File: config.mk
export PLATFORM = sky130hd
export DESIGN_NAME = rr_req_sched
export DESIGN_NICKNAME = d
export VERILOG_FILES = /design/src/rtl/rr_sched_pkg.sv /design/src/rtl/rr_flag_bank.sv /design/src/rtl/rr_ring_ptr.sv /design/src/rtl/rr_req_issue.sv /design/src/rtl/rr_req_sched.sv
export SDC_FILE = /design/constraint.sdc
export NUM_CORES = 1
export LEC_CHECK = 0
export BUFFER_PORTS_ARGS = -buffer_cell sky130_fd_sc_hd__clkbuf_2
export CAP_MARGIN = 20
export CORE_AREA = 3 3 43 45
export DETAILED_ROUTE_END_ITERATION = 16
export DIE_AREA = 0 0 46 48
export PLACE_DENSITY = 0.79
export SKIP_CTS_REPAIR_TIMING = 1
export SYNTH_ARGS = -nofsm -noshare
export SYNTH_HDL_FRONTEND = slang
export SYNTH_HIERARCHICAL = 1
export SYNTH_SLANG_ARGS = --single-unit
File: constraint.sdc
create_clock -name clk -period 2.35 [get_ports clk]
set_input_delay 0.3525 -clock clk [delete_from_list [all_inputs] [get_ports clk]]
set_output_delay 0.3525 -clock clk [all_outputs]
set_load 0.005 [all_outputs]
File: src/rtl/rr_sched_pkg.sv
package rr_sched_pkg;

    // byte address step between neighbouring channel slots is 4 = 1 << WORD_SHIFT
    localparam int unsigned WORD_SHIFT = 2;

    typedef enum logic [0:0] {
        SLOT_IDLE  = 1'b0,
        SLOT_WRITE = 1'b1
    } slot_e;

    function automatic int unsigned idx_width(input int unsigned n);
        return (n > 1) ? $clog2(n) : 1;
    endfunction

endpackage

File: src/rtl/rr_flag_bank.sv
module rr_flag_bank #(
    parameter int unsigned NUM_CH = 8,
    parameter int unsigned CH_W   = 3
) (
    input  logic            clk,
    input  logic            rst_n,
    input  logic            upd_valid,
    input  logic [CH_W-1:0] upd_chan,
    input  logic            upd_flag,
    input  logic [CH_W-1:0] rd_chan,
    output logic            rd_flag
);

    typedef struct packed {
        logic [NUM_CH-1:0] full;
    } bank_t;

    bank_t st_d, st_q;

    // next state: only the addressed mark changes; out-of-range indexes match nothing
    always_comb begin
        st_d = st_q;
        for (int i = 0; i < NUM_CH; i++) begin
            if (upd_valid && (upd_chan == CH_W'(i))) begin
                st_d.full[i] = upd_flag;
            end
        end
    end

    // read port sees the registered marks, so a same-edge update applies later
    always_comb begin
        rd_flag = 1'b0;
        for (int i = 0; i < NUM_CH; i++) begin
            if (rd_chan == CH_W'(i)) begin
                rd_flag = st_q.full[i];
            end
        end
    end

    always_ff @(posedge clk or negedge rst_n) begin
        if (!rst_n) begin
            st_q <= '0;
        end else begin
            st_q <= st_d;
        end
    end

endmodule

File: src/rtl/rr_ring_ptr.sv
module rr_ring_ptr #(
    parameter int unsigned NUM_CH = 8,
    parameter int unsigned CH_W   = 3
) (
    input  logic            clk,
    input  logic            rst_n,
    input  logic            step,
    output logic [CH_W-1:0] ptr
);

    localparam logic [CH_W-1:0] LAST_IDX = CH_W'(NUM_CH - 1);

    typedef struct packed {
        logic [CH_W-1:0] idx;
    } ring_t;

    ring_t st_d, st_q;

    always_comb begin
        st_d = st_q;
        if (step) begin
            if (st_q.idx == LAST_IDX) begin
                st_d.idx = '0;
            end else begin
                st_d.idx = st_q.idx + 1'b1;
            end
        end
    end

    always_ff @(posedge clk or negedge rst_n) begin
        if (!rst_n) begin
            st_q <= '0;
        end else begin
            st_q <= st_d;
        end
    end

    assign ptr = st_q.idx;

endmodule

File: src/rtl/rr_req_issue.sv
module rr_req_issue
    import rr_sched_pkg::*;
#(
    parameter int unsigned CH_W   = 3,
    parameter int unsigned ADDR_W = CH_W + WORD_SHIFT
) (
    input  logic              clk,
    input  logic              rst_n,
    input  logic              decide,
    input  logic [CH_W-1:0]   chan,
    input  logic              blocked,
    output logic              wr,
    output logic [ADDR_W-1:0] addr
);

    typedef struct packed {
        slot_e             slot;
        logic [ADDR_W-1:0] addr;
    } issue_t;

    issue_t st_d, st_q;

    // when not deciding (stall) the whole presented request is held
    always_comb begin
        st_d = st_q;
        if (decide) begin
            st_d.slot = blocked ? SLOT_IDLE : SLOT_WRITE;
            st_d.addr = ADDR_W'(chan) << WORD_SHIFT;
        end
    end

    always_ff @(posedge clk or negedge rst_n) begin
        if (!rst_n) begin
            st_q.slot <= SLOT_IDLE;
            st_q.addr <= '0;
        end else begin
            st_q <= st_d;
        end
    end

    assign wr   = (st_q.slot == SLOT_WRITE);
    assign addr = st_q.addr;

endmodule

File: src/rtl/rr_req_sched.sv
module rr_req_sched
    import rr_sched_pkg::*;
#(
    parameter  int unsigned NUM_CH = 8,
    parameter  int unsigned DATA_W = 8,
    localparam int unsigned CH_W   = idx_width(NUM_CH),
    localparam int unsigned ADDR_W = CH_W + WORD_SHIFT
) (
    input  logic              clk,
    input  logic              rst_n,
    output logic [ADDR_W-1:0] req_addr,
    output logic              req_wr,
    output logic [DATA_W-1:0] req_wdata,
    input  logic              req_wait,
    input  logic              af_valid,
    input  logic [CH_W-1:0]   af_chan,
    input  logic              af_flag
);

    logic            stall;
    logic            decide;
    logic [CH_W-1:0] cur_ch;
    logic            cur_full;

    assign stall  = req_wr & req_wait;
    assign decide = ~stall;

    rr_ring_ptr #(
        .NUM_CH (NUM_CH),
        .CH_W   (CH_W)
    ) u_ptr (
        .clk   (clk),
        .rst_n (rst_n),
        .step  (decide),
        .ptr   (cur_ch)
    );

    rr_flag_bank #(
        .NUM_CH (NUM_CH),
        .CH_W   (CH_W)
    ) u_flags (
        .clk       (clk),
        .rst_n     (rst_n),
        .upd_valid (af_valid),
        .upd_chan  (af_chan),
        .upd_flag  (af_flag),
        .rd_chan   (cur_ch),
        .rd_flag   (cur_full)
    );

    rr_req_issue #(
        .CH_W   (CH_W),
        .ADDR_W (ADDR_W)
    ) u_issue (
        .clk     (clk),
        .rst_n   (rst_n),
        .decide  (decide),
        .chan    (cur_ch),
        .blocked (cur_full),
        .wr      (req_wr),
        .addr    (req_addr)
    );

    assign req_wdata = DATA_W'(1);

endmodule

# Word-level counts from Yosys, hierarchy flattened
# Cells that the tools add are included.
dict set report op_classes {
  n_addsub 1
  n_reduce_logical 10
  n_mux 10
  n_bitwise 1
  eq_ne 14
}
# operator count
set op_table {}
lappend op_table {{equality test 3 bit (second input constant)} 8}
lappend op_table {{equality test 3 x 2 -> 1 bit (second input constant)} 4}
lappend op_table {{2-to-1 mux 1 bit} 9}
lappend op_table {{logical AND 1 bit} 8}
lappend op_table {{equality test 3 x 1 -> 1 bit (second input constant)} 2}
lappend op_table {{logical NOT 3 bit} 2}
lappend op_table {{adder 3 x 1 -> 3 bit (second input constant)} 1}
lappend op_table {{2-to-1 mux 3 bit} 1}
lappend op_table {{bitwise AND 1 bit} 1}
dict set report totals {
  word_cells 47
  register_bits 15
}

# Longest topological paths before layout
dict set report depth {
  depth_word 10
  ltp_mapped 4
  mapped_depth_nobuf 4
}

# By module
# Netlist, hierarchy kept.
# mod cells_each area_each_um2 seq_area_each_um2 instances
set modules_own_cells {}
lappend modules_own_cells {rr_flag_bank 27 432.9 200.2 1}
lappend modules_own_cells {rr_req_issue 12 166.4 100.1 1}
lappend modules_own_cells {rr_ring_ptr 11 142.6 75.1 1}
lappend modules_own_cells {rr_req_sched 11 71.3 0.0 1}

# Least setup slack after synthesis
# Ideal clock, no wire load.
dict set report synth_timing {
  kind {register to register}
  startpoint {reg u_ptr.st_q (netlist bit u_ptr/ptr[1])}
  endpoint {reg u_issue.st_q (netlist bit u_issue/wr)}
  t_arrival_ns 1.301
  synth_period_minus_slack_ns 1.380
  stages_incl_launch_ff 4
  setup_ns 0.080
  slack_ns 0.970
  cell_sequence {dfrtp_1 > mux4_1 > mux2_2 > mux2i_1}
}
dict set report synth_between {
  elab_chain_cells 10
  word_cells_on_any_way 17
}
# item line_no
set synth_rtl {}
lappend synth_rtl {{start: declaration} rr_ring_ptr.sv:17} ;# ring_t st_d, st_q;
lappend synth_rtl {{start signal: assignment} rr_ring_ptr.sv:34} ;# st_q <= st_d;
lappend synth_rtl {{logical NOT 3 bit} rr_flag_bank.sv:34} ;# if (rd_chan == CH_W'(i)) begin
lappend synth_rtl {{2-to-1 mux 1 bit (7 in a row)} rr_flag_bank.sv:34}
lappend synth_rtl {{2-to-1 mux 1 bit (*)} rr_flag_bank.sv:34}
lappend synth_rtl {{via cur_full} rr_req_sched.sv:23} ;# logic cur_full;
lappend synth_rtl {{2-to-1 mux 1 bit (*)} rr_req_issue.sv:27} ;# st_d.slot = blocked ? SLOT_IDLE : SLOT_WRITE;
lappend synth_rtl {{end signal: assignment} rr_req_issue.sv:37} ;# st_q <= st_d;
lappend synth_rtl {{end: declaration} rr_req_issue.sv:21} ;# issue_t st_d, st_q;
# Mark *: on every way through the listed nets, which the timed path passes. The rest lies on a longest branch.
# A chain may end at the register's enable or synchronous reset.

# Worst setup path in the final report
# Same ends and word-level chain as after synthesis.

==> impl_metrics.py <==
metrics = {
    "global_route": {
        "grt_max_degree": 16,
        "grt_pass1_vias": 453,
        "overflow": 0,
        "antenna_found_initial": 0,
        "grt_pass1_wl_mm": 2.07,
        "grt_usage": 0.138,
    },
    "worst_setup_path": {
        "crit_type": "flop to flop",
        "cp-end-kind": "flop",
        "cp_max_fo": 5,
        "arrival_ps": 1660,
        "critical_path_required_ps": 2560,
        "critPathLaunchType": "flop",
    },
    "timing": {
        "rsz0062_at_grt": "no",
        "final-hold-violation-count": 0,
        "period_needed_ps": 1450,
        "whs_ps": 419,
        "setup_violations": 0,
        "skew_ps": 1.06,
        "max_clock_freq_mhz": 688,
        "period_share": 0.618,
        "tns_ps": 0,
        "maxSlewViolCount": 0,
    },
    "place": {
        "placedInstanceArea_um2": 840,
        "io_buffers": 11,
        "dp_hpwl_um": 872,
        "gp_congestion": 0.763,
    },
    "final_layout": {
        "area_growth_pct": 7.69,
        "fillers": 120,
        "num-nets-final": 85,
        "n_antenna_cell": 0,
        "drive_gt1_frac": 0.419,
        "final_cell_area_um2": 876,
    },
    "clock_tree": {
        "cts.path.max_buffers": 2,
        "cts_tree": "done",
        "cts-root-buf": "clkbuf_4",
        "cts.sinks": 15,
        "path_clk_slew_ps": 90,
        "cts_inserted_buffers": 3,
        "cts-htree-levels": 1,
        "clk_latency_ps": 280,
    },
    "pwr": {
        "peakVddDrop_v": 0.000531,
        "p_leak_nw": 0.415,
        "pwr_density_cell_nw_per_um2": 982,
    },
    "floorplanning": {
        "die_h_um": 48,
        "start_util": 0.540,
        "io_pins": 22,
        "fp.dieW_um": 46,
        "num_rows": 14,
        "core_area_um2": 1510,
        "dieArea_um2": 2210,
    },
    "yosys": {
        "synth_seq_area_share": 0.462,
        "ys_ff_latch": 15,
        "syn_avg_cell_area_um2": 13.3,
        "synth.distinct_cells": 16,
        "syn_area_um2": 813,
        "syn_inst": 61,
        "ys_warn_count": 6,
    },
    "routing": {
        "ant_nets": 0,
        "drc": 0,
        "via_per_inst": 5.39,
        "post_drt_wl_per_cell_um": 13.6,
        "first_pass_iters": 5,
        "first_iter_violations": 6,
        "wirelength_mm": 1.22,
        "vias": 485,
    },
    "run": {
        "max-cap-violations": 0,
    },
    "hold_path": {
        "min_path_type": "primary input to flop",
    },
    "run_status": {
        "status": "complete, no violations",
    },
}
==> Yosys cell counts <==
master	number	area, um2
dfrtp_1	15	375
inv_1	2	7.51
nor4b_1	1	8.76
ha_1	2	25.0
buf_4	10	75.1
mux2_2	14	158
o21ai_0	1	5.00
nor2_1	1	3.75
mux2i_1	1	10.0
nand2_1	1	3.75
and4bb_2	3	37.5
conb_1	3	11.3
nand3b_1	1	7.51
nand4_1	1	6.26
nand4b_1	3	26.3
mux4_1	2	52.6
==> cell type report <==
| class | instances | area, um2 | share of cell area |
|---|---|---|---|
| timing repair buffer | 12 | 65.1 | 0.0743 |
| multi-input combinational | 41 | 382 | 0.436 |
| sequential | 15 | 375 | 0.429 |
| tap | 16 | 20.0 | 0.0229 |
| inverter | 2 | 7.51 | 0.00857 |
| clock buffer | 4 | 26.3 | 0.0300 |
==> power breakdown <==
group          total [mW]  internal [mW]  switching (mW)
logic               0.293          0.185           0.107
clock network       0.147         0.0659          0.0814
registers           0.420          0.352          0.0681
total               0.860          0.603           0.257
==> layer usage <==
layer | track usage | part of all wire | vias up
met5 | 0 | 0 | -
met4 | 0.0511 | 0.0082 | 0
met3 | 0.0677 | 0.090 | 2
met2 | 0.198 | 0.42 | 24
met1 | 0.179 | 0.48 | 230
li1 | - | - | 229
==> cell families after synthesis <==
family          Yosys count  synth area share
other cells               3            0.0138
fa+ha+maj                 2            0.0308
compound gates            1           0.00615
flops                    15             0.462
buf+inv                  12             0.102
mux                      17             0.271
simple gates             11             0.115
==> per-stage QoR <==
step | cells | total power, mW | setup WS [ps] | utilization
after CTS | 89 | 0.871 | 888 | 0.575
after floorplan | 68 | 0.636 | 970 | -
after global placement | 85 | 0.709 | 942 | 0.557
after detailed placement | 85 | 0.720 | 912 | 0.557
final | 90 | 0.860 | 897 | 0.581
after global routing | 90 | 0.943 | 830 | 0.581
==> registers in the layout, summed over array words and instances (netlist names) <==
register,flops
u_issue/addr,3
u_flags/st_q,8
u_ptr/ptr,3
u_issue/wr,1
==> cell usage in the layout (no fill, tap or decap) <==
cell type | netlist | routed
mux2_2 | 14 | 14
clkbuf_2 | 0 | 11
nor4b_1 | 1 | 1
inv_1 | 2 | 2
ha_1 | 2 | 2
mux4_1 | 2 | 2
mux2i_1 | 1 | 1
clkbuf_1 | 0 | 1
dfrtp_1 | 15 | 15
clkbuf_4 | 0 | 3
and4bb_2 | 3 | 3
conb_1 | 3 | 10
nand4b_1 | 3 | 3
o21ai_0 | 1 | 1
dlygate4sd3_1 | 0 | 1
nor2_1 | 1 | 1
nand3b_1 | 1 | 1
nand2_1 | 1 | 1
nand4_1 | 1 | 1
==> critical path, stage by stage, from the launching register on <==
cell and delay [ps]:
dfrtp_1 420, mux4_1 560, mux2_2 270, mux2i_1 120
==> final timing paths <==
kind	startpoint	endpoint	slack [ps]	cells after the start
setup / recovery	u_ptr/ptr[1]	u_issue/wr	900	3
hold / removal	af_flag	u_flags/st_q[4]	420	2
setup reg to reg	u_ptr/ptr[1]	u_issue/wr	900	3
hold reg to reg	u_issue/addr[2]	u_issue/addr[2]	510	1
max in group asynchronous	rst_n	u_flags/st_q[0]	1580	2
min in group asynchronous	rst_n	u_ptr/ptr[2]	510	2
Power figures use the tool's default switching activity.
